--- src/rtl/wt_dma_pkg.sv ---
// Package: shared state encoding for the wavetable DMA engine.
// Assumes: nothing beyond IEEE 1800-2017.
package wt_dma_pkg;

    typedef enum logic [2:0] {
        ST_IDLE = 3'd0,   // waiting for a start pulse
        ST_PUSH = 3'd1,   // taking source bytes into RAM
        ST_RD   = 3'd2,   // issuing a RAM read
        ST_CAP  = 3'd3,   // capturing RAM read data
        ST_SEND = 3'd4,   // offering a byte on the sink stream
        ST_DONE = 3'd5    // one cycle to retire the block
    } dma_st_t;

endpackage

--- src/rtl/wt_dma_addr.sv ---
// Module: wt_dma_addr
// Forms the RAM start address from the page and fine registers. On a
// 16-bit channel it applies bank-preserving doubling. It then counts the
// address up by one per byte moved.
// Assumes: ADDR_W = page width + FINE_W, and the address wraps naturally.
module wt_dma_addr #(
    parameter int ADDR_W = 20,
    parameter int FINE_W = 4
) (
    input  logic                     clk,
    input  logic                     rst_n,
    input  logic                     load,
    input  logic                     wide,
    input  logic [ADDR_W-FINE_W-1:0] page,
    input  logic [FINE_W-1:0]        fine,
    input  logic                     step,
    output logic [ADDR_W-1:0]        addr
);
    localparam logic [ADDR_W-1:0] BANK_M = {2'b11, {(ADDR_W-2){1'b0}}};
    localparam logic [ADDR_W-1:0] MID_M  =
        ADDR_W'(((64'd1 << (ADDR_W-3)) - 64'd1) & ~((64'd1 << FINE_W) - 64'd1));

    logic [ADDR_W-1:0] base;
    logic [ADDR_W-1:0] trans;

    // Start offset, then the 16-bit translation of it.
    always_comb begin
        base  = {page, FINE_W'(0)} + ADDR_W'(fine);
        trans = (base & BANK_M) + ((base & MID_M) << 1);
    end

    // Address register: load at start, count up per byte.
    always_ff @(posedge clk) begin
        if (!rst_n)
            addr <= '0;
        else if (load)
            addr <= wide ? trans : base;
        else if (step)
            addr <= addr + ADDR_W'(1);
    end

    // every byte step advances the address by exactly one, with wrap
    a_r1_addr_step: assert property (@(posedge clk) disable iff (!rst_n)
        (step && !load) |=> (addr == $past(addr) + ADDR_W'(1)));

endmodule

--- src/rtl/wt_dma_regs.sv ---
// Module: wt_dma_regs
// Holds the control, page and fine registers and the interrupt flag.
// Loads them on a write strobe and advances them when a block retires.
// Assumes: wr_en and fin are never high together (the top gates writes
// with busy).
module wt_dma_regs #(
    parameter int PAGE_W = 16,
    parameter int FINE_W = 4,
    parameter int CNT_W  = 16
) (
    input  logic              clk,
    input  logic              rst_n,
    input  logic              wr_en,
    input  logic [7:0]        wr_ctl,
    input  logic [PAGE_W-1:0] wr_page,
    input  logic [FINE_W-1:0] wr_fine,
    input  logic              fin,
    input  logic [CNT_W-1:0]  fin_count,
    input  logic              fin_tc,
    input  logic              irq_ack,
    output logic [7:0]        ctl,
    output logic [PAGE_W-1:0] page,
    output logic [FINE_W-1:0] fine,
    output logic              irq
);
    localparam int REQ_BIT = 0;
    localparam int IEN_BIT = 5;

    logic [PAGE_W-1:0] page_adv;
    logic              irq_set;

    // Values the registers take when a block retires.
    always_comb begin
        page_adv = page + PAGE_W'(fin_count >> FINE_W);
        irq_set  = fin && fin_tc && ctl[IEN_BIT];
    end

    // Register file update.
    always_ff @(posedge clk) begin
        if (!rst_n) begin
            ctl  <= '0;
            page <= '0;
            fine <= '0;
        end else if (wr_en) begin
            ctl  <= wr_ctl;
            page <= wr_page;
            fine <= wr_fine;
        end else if (fin) begin
            page <= page_adv;
            fine <= fin_count[FINE_W-1:0] + fine;
            if (fin_tc)
                ctl[REQ_BIT] <= 1'b0;
        end
    end

    // Interrupt flag: set at terminal count, cleared by acknowledge.
    always_ff @(posedge clk) begin
        if (!rst_n)
            irq <= 1'b0;
        else if (irq_set)
            irq <= 1'b1;
        else if (irq_ack)
            irq <= 1'b0;
    end

    // the request bit is clear after a terminal-count block
    a_r7_req_cleared: assert property (@(posedge clk) disable iff (!rst_n)
        (fin && fin_tc) |=> !ctl[REQ_BIT]);

    // a block without terminal count leaves the request bit alone
    a_r7_req_kept: assert property (@(posedge clk) disable iff (!rst_n)
        (fin && !fin_tc && !wr_en) |=> (ctl[REQ_BIT] == $past(ctl[REQ_BIT])));

    // interrupt raised at a terminal count with the enable set
    a_r8_irq_raise: assert property (@(posedge clk) disable iff (!rst_n)
        irq_set |=> irq);

    // interrupt never rises on its own
    a_r8_irq_cause: assert property (@(posedge clk) disable iff (!rst_n)
        (!irq && !irq_set) |=> !irq);

endmodule

--- src/rtl/wt_dma_seq.sv ---
// Module: wt_dma_seq
// Sequencer for one block. It latches the block parameters at start and
// counts the remaining bytes. It moves source bytes into RAM with optional
// sign inversion, or reads RAM into the sink stream, and it pulses fin for
// one cycle when the block retires.
// Assumes: the RAM returns read data one cycle after ram_re.
module wt_dma_seq
    import wt_dma_pkg::*;
#(
    parameter int CNT_W  = 16,
    parameter int DATA_W = 8
) (
    input  logic              clk,
    input  logic              rst_n,
    input  logic              go,
    input  logic [CNT_W-1:0]  go_count,
    input  logic              go_wide,
    input  logic              go_tc,
    input  logic [7:0]        ctl,
    input  logic              src_valid,
    input  logic [DATA_W-1:0] src_data,
    output logic              src_ready,
    output logic              snk_valid,
    output logic [DATA_W-1:0] snk_data,
    input  logic              snk_ready,
    output logic              ram_we,
    output logic              ram_re,
    output logic [DATA_W-1:0] ram_wdata,
    input  logic [DATA_W-1:0] ram_rdata,
    output logic              busy,
    output logic              addr_load,
    output logic              addr_step,
    output logic              fin,
    output logic [CNT_W-1:0]  fin_count,
    output logic              fin_tc
);
    localparam int REM_W   = CNT_W + 1;
    localparam int DIR_BIT = 1;
    localparam int LO_BIT  = 6;
    localparam int INV_BIT = 7;

    dma_st_t           st;
    logic [REM_W-1:0]  rem;
    logic [REM_W-1:0]  total;
    logic              inv_en;
    logic              lo_plain;
    logic              wide_q;
    logic              hi_q;
    logic              tc_q;
    logic [CNT_W-1:0]  cnt_q;
    logic [DATA_W-1:0] hold;
    logic              inv_now;
    logic              byte_done;
    logic              last;

    // Decode of the current cycle.
    always_comb begin
        total     = go_wide ? {go_count, 1'b0} : {1'b0, go_count};
        inv_now   = inv_en && (hi_q || !lo_plain);
        src_ready = (st == ST_PUSH);
        snk_valid = (st == ST_SEND);
        snk_data  = hold;
        ram_we    = src_ready && src_valid;
        ram_re    = (st == ST_RD);
        ram_wdata = src_data ^ {inv_now, {(DATA_W-1){1'b0}}};
        byte_done = ram_we || (snk_valid && snk_ready);
        last      = (rem == REM_W'(1));
        busy      = (st != ST_IDLE);
        addr_load = (st == ST_IDLE) && go;
        addr_step = byte_done;
        fin       = (st == ST_DONE);
        fin_count = cnt_q;
        fin_tc    = tc_q;
    end

    // Block state machine with the latched parameters.
    always_ff @(posedge clk) begin
        if (!rst_n) begin
            st       <= ST_IDLE;
            rem      <= '0;
            inv_en   <= 1'b0;
            lo_plain <= 1'b0;
            wide_q   <= 1'b0;
            hi_q     <= 1'b0;
            tc_q     <= 1'b0;
            cnt_q    <= '0;
            hold     <= '0;
        end else begin
            case (st)
                ST_IDLE: if (go) begin
                    rem      <= total;
                    cnt_q    <= go_count;
                    tc_q     <= go_tc;
                    wide_q   <= go_wide;
                    hi_q     <= 1'b0;
                    inv_en   <= ctl[INV_BIT] && !ctl[DIR_BIT];
                    lo_plain <= ctl[LO_BIT];
                    if (total == '0)
                        st <= ST_DONE;
                    else
                        st <= ctl[DIR_BIT] ? ST_RD : ST_PUSH;
                end
                ST_PUSH: if (src_valid) begin
                    rem  <= rem - REM_W'(1);
                    hi_q <= wide_q && !hi_q;
                    if (last)
                        st <= ST_DONE;
                end
                ST_RD:   st <= ST_CAP;
                ST_CAP: begin
                    hold <= ram_rdata;
                    st   <= ST_SEND;
                end
                ST_SEND: if (snk_ready) begin
                    rem <= rem - REM_W'(1);
                    st  <= last ? ST_DONE : ST_RD;
                end
                ST_DONE: st <= ST_IDLE;
                default: st <= ST_IDLE;
            endcase
        end
    end

    // a start pulse while busy does not disturb the latched count
    a_r9_go_ignored: assert property (@(posedge clk) disable iff (!rst_n)
        (busy && go) |=> $stable(cnt_q));

    // the retire cycle lasts exactly one clock
    a_r9_single_done: assert property (@(posedge clk) disable iff (!rst_n)
        fin |=> (st == ST_IDLE));

    // a stalled source leaves the byte count unchanged
    a_r10_src_stall: assert property (@(posedge clk) disable iff (!rst_n)
        (src_ready && !src_valid) |=> $stable(rem));

    // an offered sink byte holds until taken
    a_r10_snk_hold: assert property (@(posedge clk) disable iff (!rst_n)
        (snk_valid && !snk_ready) |=> (snk_valid && $stable(snk_data)));

    // RAM write, RAM read and sink offer are mutually exclusive
    a_r3_one_access: assert property (@(posedge clk) disable iff (!rst_n)
        $onehot0({ram_we, ram_re, snk_valid}));

endmodule

--- src/rtl/wt_dma_engine.sv ---
// Module: wt_dma_engine (top)
// Wavetable DMA transfer engine. It joins the register file, the address
// generator and the block sequencer. Register loads are accepted only
// while idle.
// Assumes: one synchronous RAM with one-cycle read latency and one
// system-side stream pair.
module wt_dma_engine #(
    parameter int ADDR_W = 20,
    parameter int FINE_W = 4,
    parameter int CNT_W  = 16,
    parameter int DATA_W = 8
) (
    input  logic                     clk,
    input  logic                     rst_n,
    input  logic                     cfg_wr,
    input  logic [7:0]               cfg_ctl,
    input  logic [ADDR_W-FINE_W-1:0] cfg_page,
    input  logic [FINE_W-1:0]        cfg_fine,
    input  logic                     irq_ack,
    input  logic                     go,
    input  logic [CNT_W-1:0]         go_count,
    input  logic                     go_wide,
    input  logic                     go_tc,
    input  logic                     src_valid,
    input  logic [DATA_W-1:0]        src_data,
    output logic                     src_ready,
    output logic                     snk_valid,
    output logic [DATA_W-1:0]        snk_data,
    input  logic                     snk_ready,
    output logic                     ram_we,
    output logic                     ram_re,
    output logic [ADDR_W-1:0]        ram_addr,
    output logic [DATA_W-1:0]        ram_wdata,
    input  logic [DATA_W-1:0]        ram_rdata,
    output logic                     busy,
    output logic [7:0]               ctl_q,
    output logic [ADDR_W-FINE_W-1:0] page_q,
    output logic [FINE_W-1:0]        fine_q,
    output logic                     irq
);
    localparam int PAGE_W = ADDR_W - FINE_W;

    logic             wr_ok;
    logic             a_load;
    logic             a_step;
    logic             fin;
    logic [CNT_W-1:0] fin_count;
    logic             fin_tc;

    // Register loads only between blocks.
    always_comb wr_ok = cfg_wr && !busy;

    wt_dma_regs #(.PAGE_W(PAGE_W), .FINE_W(FINE_W), .CNT_W(CNT_W)) u_regs (
        .clk(clk), .rst_n(rst_n),
        .wr_en(wr_ok), .wr_ctl(cfg_ctl), .wr_page(cfg_page), .wr_fine(cfg_fine),
        .fin(fin), .fin_count(fin_count), .fin_tc(fin_tc), .irq_ack(irq_ack),
        .ctl(ctl_q), .page(page_q), .fine(fine_q), .irq(irq)
    );

    wt_dma_addr #(.ADDR_W(ADDR_W), .FINE_W(FINE_W)) u_addr (
        .clk(clk), .rst_n(rst_n),
        .load(a_load), .wide(go_wide), .page(page_q), .fine(fine_q),
        .step(a_step), .addr(ram_addr)
    );

    wt_dma_seq #(.CNT_W(CNT_W), .DATA_W(DATA_W)) u_seq (
        .clk(clk), .rst_n(rst_n),
        .go(go), .go_count(go_count), .go_wide(go_wide), .go_tc(go_tc),
        .ctl(ctl_q),
        .src_valid(src_valid), .src_data(src_data), .src_ready(src_ready),
        .snk_valid(snk_valid), .snk_data(snk_data), .snk_ready(snk_ready),
        .ram_we(ram_we), .ram_re(ram_re), .ram_wdata(ram_wdata),
        .ram_rdata(ram_rdata),
        .busy(busy), .addr_load(a_load), .addr_step(a_step),
        .fin(fin), .fin_count(fin_count), .fin_tc(fin_tc)
    );

    // during a block the page register changes only at retire
    a_r11_page_frozen: assert property (@(posedge clk) disable iff (!rst_n)
        (busy && !fin) |=> $stable(page_q));

    // the block retires in the cycle before busy falls
    a_r6_fin_then_idle: assert property (@(posedge clk) disable iff (!rst_n)
        $fell(busy) |-> $past(fin));

endmodule

--- config.mk ---
export PLATFORM = sky130hd
export DESIGN_NAME = wt_dma_engine
export DESIGN_NICKNAME = d
export VERILOG_FILES = /design/src/rtl/wt_dma_pkg.sv /design/src/rtl/wt_dma_addr.sv /design/src/rtl/wt_dma_regs.sv /design/src/rtl/wt_dma_seq.sv /design/src/rtl/wt_dma_engine.sv
export SDC_FILE = /design/constraint.sdc
export NUM_CORES = 1
export LEC_CHECK = 0
export ABC_CLOCK_PERIOD_IN_PS = 5100
export BUFFER_PORTS_ARGS = -buffer_cell sky130_fd_sc_hd__buf_2
export CAP_MARGIN = 25
export CORE_MARGIN = 4
export CORE_UTILIZATION = 40
export CTS_BUF_LIST = sky130_fd_sc_hd__clkbuf_16
export CTS_CLUSTER_SIZE = 24
export DETAILED_ROUTE_END_ITERATION = 12
export GPL_ROUTABILITY_DRIVEN = 1
export PLACE_DENSITY_LB_ADDON = 0.08
export SYNTH_ARGS = -nofsm -noshare
export SYNTH_HDL_FRONTEND = slang
export SYNTH_SLANG_ARGS = --single-unit
--- constraint.sdc ---
create_clock -name clk -period 5.1 [get_ports clk]
set_clock_uncertainty 0.2 [all_clocks]
set_input_delay 0.51 -clock clk [delete_from_list [all_inputs] [get_ports clk]]
set_output_delay 0.51 -clock clk [all_outputs]
set_load 0.02 [all_outputs]
==> flow_summary.ini <==
[worst_setup_path]
critPathLaunchType = flip-flop
slowest_stage = or2_1
critPathBufInv = 1
worstSetupPathType = reg2reg
r2r_cells = 7
arrival_ps = 3060
required_ps = 5100
cp_top_family = simple AND/OR/NAND/NOR gates
end_kind = flip-flop
path_depth = 7
critical_path.cell_chain = nor3_1 -> and2_1 -> buf_4 -> or2_1 -> o21ai_0 -> a22oi_1 -> nor2_1
crit_fanout = 37
cp_slowest_stage_delay_ps = 660

[place]
portBuffers = 124
place_area_sq_um = 6386
routabilityCongestion = 0.8032
place_inst = 983
dp_hpwl_mm = 13.25

[timing]
worstMarginPinSlew_ps = 951.4
rsz0062_at_grt = no
timing.hold.ws_ps = 191.7
final_max_slew_viol_count = 0
finalCritPeriodShare_pct = 59.98
post-route-min-period_ps = 3059
relSlewSlack_pct = 36.48
setup_tns_ps = 0
hold_viol = 0
fmax_ghz = 0.3269
setup_viol = 0

[die]
die-width_microns = 127.8
rows = 43
dieHeight_microns = 127.8
io_pins = 139
core_area_sq_um = 13990
start_util_pct = 41.03
die_area_sq_um = 16330

[clock_tree]
clock_sinks = 98
h-tree-depth = 3
cts_buffer_depth = 2
cts-root-buf = clkbuf_16
cts_made_buffers = 9
clk_pin_slew_ps = 70
ctsResizeCount = 0
cts_tree = built
cts_hold_buf = 0
insertion_delay_ps = 350
post-cts-setup-buffers = 0

[min_path]
hold_path_class = in2reg
hold_path_depth = 3

[power_and_ir_drop]
irDropWorstVdd_mv = 0.2508
powerDensity_nw_per_um2 = 528.5
p_leak_nw = 2.816

[cells_and_area]
n_antenna_cell = 0
stdcell_count = 999
final_layout_size_suffix_gt1_share_pct = 20.15
design_area_sq_um = 6681
final_nets = 903
fin_util_pct = 47.76
area_growth_syn_to_layout_pct = 16.42

[synth]
syn_area_per_cell_sq_um = 7.905
synthFlopType = dfxtp_1
syn_area_sq_um = 5739
yosys_warnings = 0
syn_inst = 726
ys_seq_area_share_pct = 34.18
synthesis.nets = 815
synth.distinct_cells = 62
ys_ff_latch = 98
async_reset_ff_share_pct = 0
synth_edf_count = 0

[routing]
antenna_left = 0
drc = 0
avgViaCountPerCell = 5.793
wl_per_cell_microns = 18.27
via_count = 5787
drtIter0Drc = 505
wl_mm = 18.25
dr.pass1.iters = 5

[job]
max-cap-violations = 0

[global_routing]
antenna_found_initial = 0
grt_max_degree = 50
grt_pass1_wl_mm = 29.23
grt-ovfl-total = 0
grt_pass1_vias = 5626
grt_usage_pct = 22.14

[run_status]
outcome = completed
state kept, by name (all words and copies together) (netlist names), 3 cells and up:
| signal | flops |
|---|---|
| u_addr.addr | 20 |
| u_regs.ctl | 8 |
| u_regs.fine | 4 |
| u_regs.page | 16 |
| u_seq.fin_count | 16 |
| u_seq.rem | 17 |
| u_seq.snk_data | 8 |
| u_seq.st | 3 |
per-stage QoR:
| stage | total power, mW | worst slack (ps) |
|---|---|---|
| 2_1_floorplan | 2.360 | 2561 |
| 3_3_place_gp | 2.810 | 2154 |
| 3_5_place_dp | 2.843 | 2072 |
| 4_1_cts | 3.545 | 2059 |
| 5_1_grt | 3.797 | 1779 |
| 6_report | 3.531 | 2041 |
final cells by class:
type                    count  area (sq um)
well taps                 180         225.2
fillers                  1459          7307
inverters                  15         56.30
clock buffers               9         225.2
multi-input cells         559          3470
repair buffers            131         673.1
flip-flops and latches     98          1962
clock inverters             7         70.07
routing by layer:
metal / track usage, % / up-vias / wire [microns]
met5: 0 / - / 0
met4: 7.303 / 0 / 316
met3: 2.875 / 23 / 1129
met2: 37.03 / 215 / 8648
met1: 29.58 / 2714 / 8155
li1: - / 2835 / -
final timing paths:
path / slack [ps] / to / start
worst min-delay path: 190 / u_regs.ctl[4] / cfg_ctl[4]
worst max register to register: 2040 / u_seq.rem[4] / u_seq.st[1]
worst max-delay path: 2040 / u_seq.rem[4] / u_seq.st[1]
worst min register to register: 250 / u_regs.ctl[4] / u_regs.ctl[4]
worst min-delay path: stages:
cell,delay (ps)
buf_2,100
nand2_1,40
a21oi_1,50
cell usage in the layout, fill, tap and decap left out, types with 12 or more instances in the layout:
cell type / synthesis / final
inv_1: 15 / 14
buf_2: 15 / 124
dfxtp_1: 98 / 98
mux2i_1: 25 / 25
nand2_1: 104 / 104
a21oi_1: 86 / 86
nor3_1: 14 / 14
nand3_1: 25 / 25
o21ai_0: 41 / 41
nand4_1: 12 / 12
and3_1: 12 / 12
ha_1: 18 / 18
a211oi_1: 16 / 16
nor2_1: 55 / 55
power breakdown:
part | switching (mW) | internal, mW | leakage (nW)
logic | 1.04 | 0.569 | 1.88
clock network | 0.310 | 0.379 | 0.135
registers | 0.272 | 0.963 | 0.804
total | 1.62 | 1.91 | 2.82
cells in the mapped netlist (8+ instances only):
cell      count  area share (%)
buf_2        15             1.3
nand3_1      25             2.2
a311oi_1      8             1.2
clkbuf_1     26             1.7
nor3_1       14             1.2
a31oi_1       9            0.98
xnor2_1      10             1.5
mux2i_1      25             4.4
a21oi_1      86             7.5
inv_1        15            0.98
xor2_1        9             1.4
nand2_1     104             6.8
a21o_1        9             1.2
a211oi_1     16             2.1
nor2_1       55             3.6
dfxtp_1      98              34
nand4_1      12             1.3
o21ai_0      41             3.6
and3_1       12             1.3
nor4_1       10             1.1
buf_4         8             1.0
ha_1         18             3.9
cell families (layout without fill, tap and decap cells):
| group | Yosys count | count (layout) | synth area share [%] |
|---|---|---|---|
| AOI/OAI and AO/OA | 217 | 217 | 24.37 |
| xor gates and xnor gates | 19 | 19 | 2.900 |
| adders and majority gates | 20 | 20 | 4.622 |
| buffers and inverters | 69 | 162 | 5.515 |
| DFF | 98 | 98 | 34.18 |
| muxes | 32 | 32 | 5.734 |
| and+or+nand+nor | 271 | 271 | 22.67 |
(Power assumes the default switching activity.)
